[config.mk]
export PLATFORM = sky130hd
export DESIGN_NAME = cfg_serial_loader
export DESIGN_NICKNAME = d
export VERILOG_FILES = /design/src/rtl/cfgs_pkg.sv /design/src/rtl/cfgs_sync.sv /design/src/rtl/cfgs_poll_timer.sv /design/src/rtl/cfgs_bit_shifter.sv /design/src/rtl/cfg_serial_loader.sv
export SDC_FILE = /design/constraint.sdc
export NUM_CORES = 1
export LEC_CHECK = 0
export BUFFER_PORTS_ARGS = -buffer_cell sky130_fd_sc_hd__buf_2
export CORE_MARGIN = 2
export CORE_UTILIZATION = 45
export CTS_BUF_LIST = sky130_fd_sc_hd__clkbuf_4 sky130_fd_sc_hd__clkbuf_8
export CTS_CLUSTER_DIAMETER = 120
export DETAILED_ROUTE_END_ITERATION = 10
export GPL_ROUTABILITY_DRIVEN = 0
export PLACE_DENSITY = 0.71
export SYNTH_ARGS = -nofsm -noshare
export SYNTH_HDL_FRONTEND = slang
export SYNTH_HIERARCHICAL = 1
export SYNTH_SLANG_ARGS = --single-unit
[constraint.sdc]
create_clock -name clk -period 3.8 [get_ports clk]
set_input_delay 0.19 -clock clk [delete_from_list [all_inputs] [get_ports clk]]
set_output_delay 0.19 -clock clk [all_outputs]
set_load 0.02 [all_outputs]
[src/rtl/cfgs_pkg.sv]
// Shared types for the serial configuration loader.
// Assumes: nothing beyond IEEE 1800-2017.
package cfgs_pkg;

    typedef enum logic [2:0] {
        ST_IDLE      = 3'd0,
        ST_PROG      = 3'd1,
        ST_INIT_WAIT = 3'd2,
        ST_SHIFT     = 3'd3,
        ST_DONE_WAIT = 3'd4
    } cfg_state_t;

    typedef enum logic [1:0] {
        ERR_NONE      = 2'd0,
        ERR_INIT_LOW  = 2'd1,
        ERR_INIT_HIGH = 2'd2,
        ERR_DONE      = 2'd3
    } cfg_err_t;

    typedef enum logic [1:0] {
        STEP_CLK_LOW  = 2'd0,
        STEP_SETUP    = 2'd1,
        STEP_CLK_HIGH = 2'd2,
        STEP_RELEASE  = 2'd3
    } bit_step_t;

endpackage

[src/rtl/cfgs_sync.sv]
// Multi-stage synchroniser for a bundle of asynchronous status inputs.
// Assumes: each bit is independent (no bus coherency required).
module cfgs_sync #(
    parameter int WIDTH  = 2,
    parameter int STAGES = 2
) (
    input  logic             clk,
    input  logic             rst_n,
    input  logic [WIDTH-1:0] async_i,
    output logic [WIDTH-1:0] sync_o
);
    logic [WIDTH-1:0] pipe_q [STAGES];

    for (genvar s = 0; s < STAGES; s++) begin : g_stage
        if (s == 0) begin : g_first
            // Capture the raw asynchronous inputs.
            always_ff @(posedge clk) begin
                if (!rst_n) pipe_q[0] <= '0;
                else        pipe_q[0] <= async_i;
            end
        end else begin : g_next
            // Pass the value one stage further down the chain.
            always_ff @(posedge clk) begin
                if (!rst_n) pipe_q[s] <= '0;
                else        pipe_q[s] <= pipe_q[s-1];
            end
        end
    end

    assign sync_o = pipe_q[STAGES-1];
endmodule

[src/rtl/cfgs_poll_timer.sv]
// Wait-state timer: counts poll intervals of POLL_CYCLES cycles and flags
// expiry on the final cycle of interval number POLL_LIMIT (counted from 0).
// Assumes: clr_i pulses on every state change so each wait starts at zero.
module cfgs_poll_timer #(
    parameter int POLL_CYCLES = 125000,
    parameter int POLL_LIMIT  = 3
) (
    input  logic clk,
    input  logic rst_n,
    input  logic run_i,
    input  logic clr_i,
    output logic expired_o
);
    localparam int CW = (POLL_CYCLES > 1) ? $clog2(POLL_CYCLES) : 1;
    localparam int PW = (POLL_LIMIT  > 0) ? $clog2(POLL_LIMIT + 1) : 1;
    localparam logic [CW-1:0] CYC_LAST  = CW'(POLL_CYCLES - 1);
    localparam logic [PW-1:0] POLL_LAST = PW'(POLL_LIMIT);

    logic [CW-1:0] cyc_q;
    logic [PW-1:0] poll_q;
    logic          wrap;

    assign wrap      = (cyc_q == CYC_LAST);
    assign expired_o = run_i && wrap && (poll_q == POLL_LAST);

    // Advance the cycle and poll counters while a wait is running.
    always_ff @(posedge clk) begin
        if (!rst_n || !run_i || clr_i) begin
            cyc_q  <= '0;
            poll_q <= '0;
        end else if (wrap) begin
            cyc_q  <= '0;
            if (poll_q != POLL_LAST) poll_q <= poll_q + 1'b1;
        end else begin
            cyc_q <= cyc_q + 1'b1;
        end
    end
endmodule

[src/rtl/cfgs_bit_shifter.sv]
// Takes one stream bit at a time and plays it on the clock/data pins in
// four equal steps; both pins rest high when no bit is in flight.
// Assumes: en_i is high only during the shift phase; STEP_CYCLES >= 1.
module cfgs_bit_shifter
    import cfgs_pkg::*;
#(
    parameter int STEP_CYCLES = 1
) (
    input  logic clk,
    input  logic rst_n,
    input  logic en_i,
    input  logic bit_valid_i,
    input  logic bit_data_i,
    input  logic bit_last_i,
    output logic bit_ready_o,
    output logic pin_clk_o,
    output logic pin_data_o,
    output logic stream_end_o
);
    localparam int SW = (STEP_CYCLES > 1) ? $clog2(STEP_CYCLES) : 1;
    localparam logic [SW-1:0] STEP_LAST = SW'(STEP_CYCLES - 1);

    logic          active_q;
    bit_step_t     step_q;
    logic [SW-1:0] scnt_q;
    logic          bit_q;
    logic          last_q;
    logic          step_end;
    logic          accept;

    assign bit_ready_o  = en_i && !active_q;
    assign accept       = bit_ready_o && bit_valid_i;
    assign step_end     = active_q && (scnt_q == STEP_LAST);
    assign stream_end_o = step_end && (step_q == STEP_RELEASE) && last_q;

    // Latch an accepted bit and walk it through the four pin steps.
    always_ff @(posedge clk) begin
        if (!rst_n || !en_i) begin
            active_q <= 1'b0;
            step_q   <= STEP_CLK_LOW;
            scnt_q   <= '0;
            bit_q    <= 1'b1;
            last_q   <= 1'b0;
        end else if (accept) begin
            active_q <= 1'b1;
            step_q   <= STEP_CLK_LOW;
            scnt_q   <= '0;
            bit_q    <= bit_data_i;
            last_q   <= bit_last_i;
        end else if (step_end) begin
            scnt_q <= '0;
            if (step_q == STEP_RELEASE) active_q <= 1'b0;
            else                        step_q   <= bit_step_t'(step_q + 2'd1);
        end else if (active_q) begin
            scnt_q <= scnt_q + 1'b1;
        end
    end

    // Decode the pin levels from the current step.
    always_comb begin
        pin_clk_o  = 1'b1;
        pin_data_o = 1'b1;
        if (active_q) begin
            unique case (step_q)
                STEP_CLK_LOW:  begin pin_clk_o = 1'b0; pin_data_o = 1'b1;  end
                STEP_SETUP:    begin pin_clk_o = 1'b0; pin_data_o = bit_q; end
                STEP_CLK_HIGH: begin pin_clk_o = 1'b1; pin_data_o = bit_q; end
                default:       begin pin_clk_o = 1'b1; pin_data_o = 1'b1;  end
            endcase
        end
    end
endmodule

[src/rtl/cfg_serial_loader.sv]
// Top of the serial configuration loader: sequences program pulse,
// init fall, init rise, bit shifting and done wait, with one timeout
// per wait and a sticky result until the next start.
// Assumes: init/done are asynchronous to clk; bit source obeys valid/ready.
module cfg_serial_loader
    import cfgs_pkg::*;
#(
    parameter int POLL_CYCLES      = 125000,
    parameter int POLL_LIMIT       = 3,
    parameter int STEP_CYCLES      = 4,
    parameter int SYNC_STAGES      = 2,
    parameter bit PROG_ACTIVE_HIGH = 1'b0
) (
    input  logic       clk,
    input  logic       rst_n,
    input  logic       start_i,
    output logic       busy_o,
    output logic       done_ok_o,
    output logic [1:0] err_code_o,
    input  logic       bit_valid_i,
    input  logic       bit_data_i,
    input  logic       bit_last_i,
    output logic       bit_ready_o,
    output logic       cfg_prog_o,
    output logic       cfg_clk_o,
    output logic       cfg_data_o,
    input  logic       cfg_init_i,
    input  logic       cfg_done_i
);
    cfg_state_t state_q, state_nx;
    cfg_err_t   err_q, err_nx;
    logic       ok_q, ok_nx;
    logic [1:0] stat_s;
    logic       init_s, done_s;
    logic       tmr_run, tmr_clr, tmr_exp;
    logic       stream_end;

    cfgs_sync #(.WIDTH(2), .STAGES(SYNC_STAGES)) u_sync (
        .clk     (clk),
        .rst_n   (rst_n),
        .async_i ({cfg_done_i, cfg_init_i}),
        .sync_o  (stat_s)
    );
    assign init_s = stat_s[0];
    assign done_s = stat_s[1];

    assign tmr_run = (state_q == ST_PROG) || (state_q == ST_INIT_WAIT) ||
                     (state_q == ST_DONE_WAIT);
    assign tmr_clr = (state_nx != state_q);

    cfgs_poll_timer #(.POLL_CYCLES(POLL_CYCLES), .POLL_LIMIT(POLL_LIMIT)) u_timer (
        .clk       (clk),
        .rst_n     (rst_n),
        .run_i     (tmr_run),
        .clr_i     (tmr_clr),
        .expired_o (tmr_exp)
    );

    cfgs_bit_shifter #(.STEP_CYCLES(STEP_CYCLES)) u_shift (
        .clk          (clk),
        .rst_n        (rst_n),
        .en_i         (state_q == ST_SHIFT),
        .bit_valid_i  (bit_valid_i),
        .bit_data_i   (bit_data_i),
        .bit_last_i   (bit_last_i),
        .bit_ready_o  (bit_ready_o),
        .pin_clk_o    (cfg_clk_o),
        .pin_data_o   (cfg_data_o),
        .stream_end_o (stream_end)
    );

    // Next-state and result selection for the load sequence.
    always_comb begin
        state_nx = state_q;
        err_nx   = err_q;
        ok_nx    = ok_q;
        unique case (state_q)
            ST_IDLE: if (start_i) begin
                state_nx = ST_PROG;
                err_nx   = ERR_NONE;
                ok_nx    = 1'b0;
            end
            ST_PROG: if (!init_s) begin
                state_nx = ST_INIT_WAIT;
            end else if (tmr_exp) begin
                state_nx = ST_IDLE;
                err_nx   = ERR_INIT_LOW;
            end
            ST_INIT_WAIT: if (init_s) begin
                state_nx = ST_SHIFT;
            end else if (tmr_exp) begin
                state_nx = ST_IDLE;
                err_nx   = ERR_INIT_HIGH;
            end
            ST_SHIFT: if (stream_end) begin
                state_nx = ST_DONE_WAIT;
            end
            ST_DONE_WAIT: if (done_s) begin
                state_nx = ST_IDLE;
                ok_nx    = 1'b1;
            end else if (tmr_exp) begin
                state_nx = ST_IDLE;
                err_nx   = ERR_DONE;
            end
            default: state_nx = ST_IDLE;
        endcase
    end

    // Register the sequence state and the sticky result.
    always_ff @(posedge clk) begin
        if (!rst_n) begin
            state_q <= ST_IDLE;
            err_q   <= ERR_NONE;
            ok_q    <= 1'b0;
        end else begin
            state_q <= state_nx;
            err_q   <= err_nx;
            ok_q    <= ok_nx;
        end
    end

    assign busy_o     = (state_q != ST_IDLE);
    assign done_ok_o  = ok_q;
    assign err_code_o = err_q;
    assign cfg_prog_o = (state_q == ST_PROG) ? PROG_ACTIVE_HIGH : !PROG_ACTIVE_HIGH;
endmodule

# ---- Yosys cells after proc, flatten, opt, wreduce, memory -nomap -nowiden
# Memories as Yosys holds them, arrays and structs flattened.
# Index checks and enable logic that the tools add are counted.
dict set report totals {
  reg_bits 32
  latchBits 0
  ramBits 4
  mem_bits_ro 0
  inputBits 8
  out_inout_bits 8
  word_cells 101
  mem_count 1
}
# name depth word_bits rd rd_clocked_by_memory_dff wr line_no
set mem_list {}
lappend mem_list {u_sync.pipe_q 2 2 2 0 2 cfgs_sync.sv:12} ;# logic [WIDTH-1:0] pipe_q [STAGES];
dict set report op_classes {
  n_addsub 4
  mul 0
  div 0
  magnitude_cmp 0
  n_eq_ne 20
  shift 0
  n_mux 30
  n_bitwise 3
  reduce_logical 33
}
# cell n
set ops {}
lappend ops {{$mux 2} 9}
lappend ops {{$mux 3} 6}
lappend ops {{$ne 2x2->1 const B} 9}
lappend ops {{$add 17x1->17 const B} 1}
lappend ops {{$eq 17x17->1 const B} 1}
lappend ops {{$pmux 3 s5} 1}
lappend ops {{$mux 1} 12}
lappend ops {{$eq 2x2->1 const B} 4}
lappend ops {{$pmux 2 s4} 1}
lappend ops {{$reduce_and 8->1} 1}
lappend ops {{$reduce_or 2->1} 4}
lappend ops {{$logic_and 1x1->1} 7}
lappend ops {{$add 2x1->2 const B} 3}
lappend ops {{$eq 3x2->1 const B} 2}
lappend ops {{$reduce_and 2->1} 3}
lappend ops {{$reduce_bool 2->1} 3}
lappend ops {{$logic_or 1x1->1} 5}
lappend ops {{$logic_not 1->1} 4}
lappend ops {{$reduce_bool 4->1} 1}
lappend ops {{$eq 3x1->1 const B} 1}
lappend ops {{$eq 3x3->1 const B} 1}
lappend ops {{$logic_not 3->1} 1}
lappend ops {{$ne 3x3->1} 1}
lappend ops {{$reduce_and 3->1} 1}
lappend ops {{other kinds (7)} 8}

# ---- Depth between registers and ports, before layout
dict set report depth {
  ltp_word 11
  mapped_depth 13
  ltp_nobuf 11
}

# ---- By module
# The synthesis kept the hierarchy.
# mod instances cells_per_inst area_per_inst_um2 seq_area_each_um2
set modules_own_cells {}
lappend modules_own_cells {cfgs_poll_timer 1 103 887.1 380.4}
lappend modules_own_cells {cfg_serial_loader 1 58 436.7 120.1}
lappend modules_own_cells {cfgs_bit_shifter 1 38 385.4 140.1}
lappend modules_own_cells {cfgs_sync 1 8 105.1 80.1}

# ---- Worst setup path before layout
# Ideal clock, no wire load.
dict set report synth_path {
  kind {flip-flop to flip-flop}
  start {register u_timer.cyc_q[10]}
  end {register u_timer.cyc_q[11]}
  setup_ps 117
  arrival_ps 2666
  required_ps 3683
  path_slack_ps 1017
  path_stages_with_launch 13
  n_path_buf 3
  period_less_slack_ps 2783
  cell_sequence {dfxtp_1 -> buf_6 -> or4b_1 -> or4_1 -> buf_2 -> nor2_1 -> nor4bb_1 -> nand2b_1 -> o211ai_1 -> nor2_1 -> nand2_1 -> buf_2 -> nor2_1}
}
dict set report synth_via {
  elab_chain_cells 9
  word_cells_on_any_way 12
  cone_classes {add/sub (1); eq/ne (2); mux (5); reduce/logical (4)}
}
# element line_no
set synth_rtl {}
lappend synth_rtl {{start, declared} cfgs_poll_timer.sv:19} ;# logic [CW-1:0] cyc_q;
lappend synth_rtl {{start signal, assigned} cfgs_poll_timer.sv:35} ;# cyc_q <= cyc_q + 1'b1;
lappend synth_rtl {{$eq 17x17->1 *} cfgs_poll_timer.sv:23} ;# assign wrap = (cyc_q == CYC_LAST);
lappend synth_rtl {{$logic_and 1x1->1 * (2 in series)} cfgs_poll_timer.sv:24} ;# assign expired_o = run_i && wrap && (poll_q == POLL_LAST);
lappend synth_rtl {{net tmr_exp} cfg_serial_loader.sv:35} ;# logic tmr_run, tmr_clr, tmr_exp;
lappend synth_rtl {{$mux 3 *} {cfg_serial_loader.sv:85, cfg_serial_loader.sv:91, cfg_serial_loader.sv:101}}
lappend synth_rtl {{$mux 3, on equally long branches} {cfg_serial_loader.sv:98, cfg_serial_loader.sv:83, cfg_serial_loader.sv:89}}
lappend synth_rtl {{$pmux 3 s5 *} cfg_serial_loader.sv:77} ;# unique case (state_q)
lappend synth_rtl {{$ne 3x3->1 *} cfg_serial_loader.sv:49} ;# assign tmr_clr = (state_nx != state_q);
lappend synth_rtl {{net tmr_clr} cfg_serial_loader.sv:35}
lappend synth_rtl {{$logic_or 1x1->1 *} cfgs_poll_timer.sv:28} ;# if (!rst_n || !run_i || clr_i) begin
lappend synth_rtl {{$reduce_or 2->1 (no line) *} -}
# Mark *: on every way through the listed nets, which the timed path passes. The rest lies on a longest branch.
# A chain may end at the register's enable or synchronous reset.

# ---- Worst setup path in the final report
dict set report layout_path {
  start {register u_timer.cyc_q[10]}
  end {register u_timer.cyc_q[7]}
}
# The elaborated chain is that of the path after synthesis.

==> out/results.tsv <==
metric	value	unit
cp_top_family	simple AND/OR/NAND/NOR gates	
drive_above_1_share	13.0	%
final_core_util	50.7	%
end_kind	register	
multiInputGateArea	1010	um^2
synth_edf_count	0	
clk_pin_slew	0.06	ns
ant_nets	0	
path_buf_inv	0	
vias_per_cell	5.24	
syn-cell-area	1810	um^2
async_reset_ff_share	0	%
dp_hpwl	2.29	mm
grtUsageMet2	24.6	%
route.detailed.drc	0	
die-width	67.5	um
ir_drop	0.000191	V
max_freq	324	MHz
cts_tree	yes	
grt-ovfl-total	0	
antenna_found_initial	0	
start_util	46.0	%
numCtsBuffers	5	
slowest_stage	or4_1	
clockRootBuffer	clkbuf_8	
finalHoldViolCount	0	
hold_path_class	in2reg	
nFillCells	384	
dieArea	4560	um^2
synth_cells	207	
cts_setup_buffers	0	
grt_pass1_wl	5.59	mm
core	3940	um^2
critPathKind	reg2reg	
cpMostUsedCell	nor2_1	
insertion_delay	0.28	ns
ys_types	49	
crit_chain	or4b_1, or4_1, nor2_1, nor4bb_1, nand2b_1, o211ai_1, nor2_1, nand2_1, nor2_1	
pin_count	16	
routed_wl	3.24	mm
synth_nets	221	
p_leak	0.748	nW
ys_seq_area_share	39.7	%
first_iter_violations	50	
ys_ff_latch	36	
tns	0	ns
port_buffers	15	
grt_util_met1	21.4	%
finalSetupViolations	0	
timing.critical_path.from	u_timer/cyc_q[10]	
ys_warn_count	6	
synthFlopType	dfxtp_1	
run_status	completed	
period_minus_slack	3.09	ns
area_growth	10.2	%
skew	0.00554	ns
fin_crit_sh	81.3	%
max_slew.worst_pin.slew	0.503	ns
slew_violations	0	
htree_levels	2	
r2r_start	u_timer/cyc_q[10]	
pwr_density_cell	377	nW/um^2
max_stage_delay	0.65	ns
drv_cap	0	
setup.worst_path.start_class	register	
vias	1430	
rsz0062_at_grt	no	
post_cts_resize_count	0	
arrival	3.24	ns
die_h	67.5	um
slew_headroom	66.4	%
clock_path_buffers	2	
syn_avg_cell_area	8.76	um^2
ff_latch_area	721	um^2
layout.nets	236	
grt_max_degree	16	
firstDrtPassIters	4	
grt_pass1_vias	1287	
cts.sinks	36	
drt-wirelength-per-cell	11.9	um
cp_max_fo	15	
grt.busiest_layer	met2	
holdBufCountCts	0	
track_usage	16.3	%
antenna_cells	0	
worstHoldStart	cfg_done_i	
fp-row-count	23	
met3_usage	5.00	%
cp.required	3.96	ns
final timing paths:
| kind | to | slack, ns | depth (start not counted) |
|---|---|---|---|
| hold reg to reg | u_sync/pipe_q[1][0] | 0.43 | 1 |
| setup reg to reg | u_timer/cyc_q[7] | 0.71 | 9 |
| hold / removal | u_sync/pipe_q[0][1] | 0.11 | 2 |
| setup / recovery | u_timer/cyc_q[7] | 0.71 | 9 |
cells in the final DEF, fill, tap and decap left out, types with 5 or more instances in the layout:
cell | synthesis | layout
dfxtp_1 | 36 | 36
nor4_1 | 5 | 5
mux2i_1 | 6 | 6
buf_2 | 4 | 15
nand3_1 | 10 | 10
a21oi_1 | 7 | 7
ha_1 | 6 | 6
inv_1 | 8 | 8
xnor2_1 | 13 | 13
nand2_1 | 16 | 16
nor2_1 | 29 | 29
nor3_1 | 5 | 5
clkbuf_8 | 0 | 6
final cells by class:
class	count	share of cell area, %
timing repair buffer	15	3.75
multi-input combinational	156	50.7
sequential	36	36.0
tap	50	3.13
clock buffer	8	4.88
inverter	8	1.50
worst reg2reg max path, stage by stage (launching register included):
cell      delay, ns
dfxtp_1        0.38
or4b_1         0.53
or4_1          0.65
nor2_1         0.33
nor4bb_1       0.11
nand2b_1       0.16
o211ai_1       0.19
nor2_1         0.10
nand2_1        0.40
nor2_1         0.10
state kept, by name, indices dropped and copies added, names as in the netlist:
signal            count
done_ok_o             1
err_code_o            2
state_q               3
u_shift/active_q      1
u_shift/bit_q         1
u_shift/last_q        1
u_shift/scnt_q        2
u_shift/step_q        2
u_sync/pipe_q         4
u_timer/cyc_q        17
u_timer/poll_q        2
where the power goes:
part | total [mW] | switching (mW) | leakage [nW] | internal [mW]
Clock | 0.288 | 0.126 | 0.0523 | 0.162
Sequential | 0.396 | 0.0115 | 0.291 | 0.384
Combinational | 0.0697 | 0.0402 | 0.404 | 0.0295
Total | 0.753 | 0.177 | 0.748 | 0.576
through the flow:
step	hold WS, ns	area [um^2]	power, mW	cells	setup WS [ns]
6_report	0.110	2000	0.753	273	0.712
5_1_grt	0.103	2000	0.791	273	0.427
4_1_cts	0.102	2000	0.765	273	0.702
3_5_place_dp	0.401	1900	0.474	265	0.719
3_3_place_gp	0.394	1900	0.474	265	0.770
2_1_floorplan	0.274	1810	0.457	207	1.02
Yosys cell counts (4+ instances only):
cell	instances	area, um^2
inv_1	8	30.0
and2_1	4	25.0
o21ai_0	4	20.0
nor4_1	5	31.3
xnor2_1	13	114
nor2_1	29	109
or4_1	4	30.0
dfxtp_1	36	721
xor2_1	4	35.0
buf_2	4	20.0
nand3_1	10	50.1
a21oi_1	7	35.0
nand4_1	4	25.0
nand2_1	16	60.1
ha_1	6	75.1
nor3_1	5	25.0
mux2i_1	6	60.1
logic make-up after synthesis:
family / synth area share, %
AOI/OAI and AO/OA: 10.6
xor gates and xnor gates: 8.21
adders and majority gates: 4.14
buffers and inverters: 4.41
DFF: 39.7
muxes: 3.31
and+or+nand+nor: 29.7
per-layer routing:
layer,share of wire (%),wire length (um)
met2,44,1430
met1,50,1610
met4,2.3,74
met5,0,0
met3,3.9,125
No activity file was read; power rests on OpenSTA's default activity.
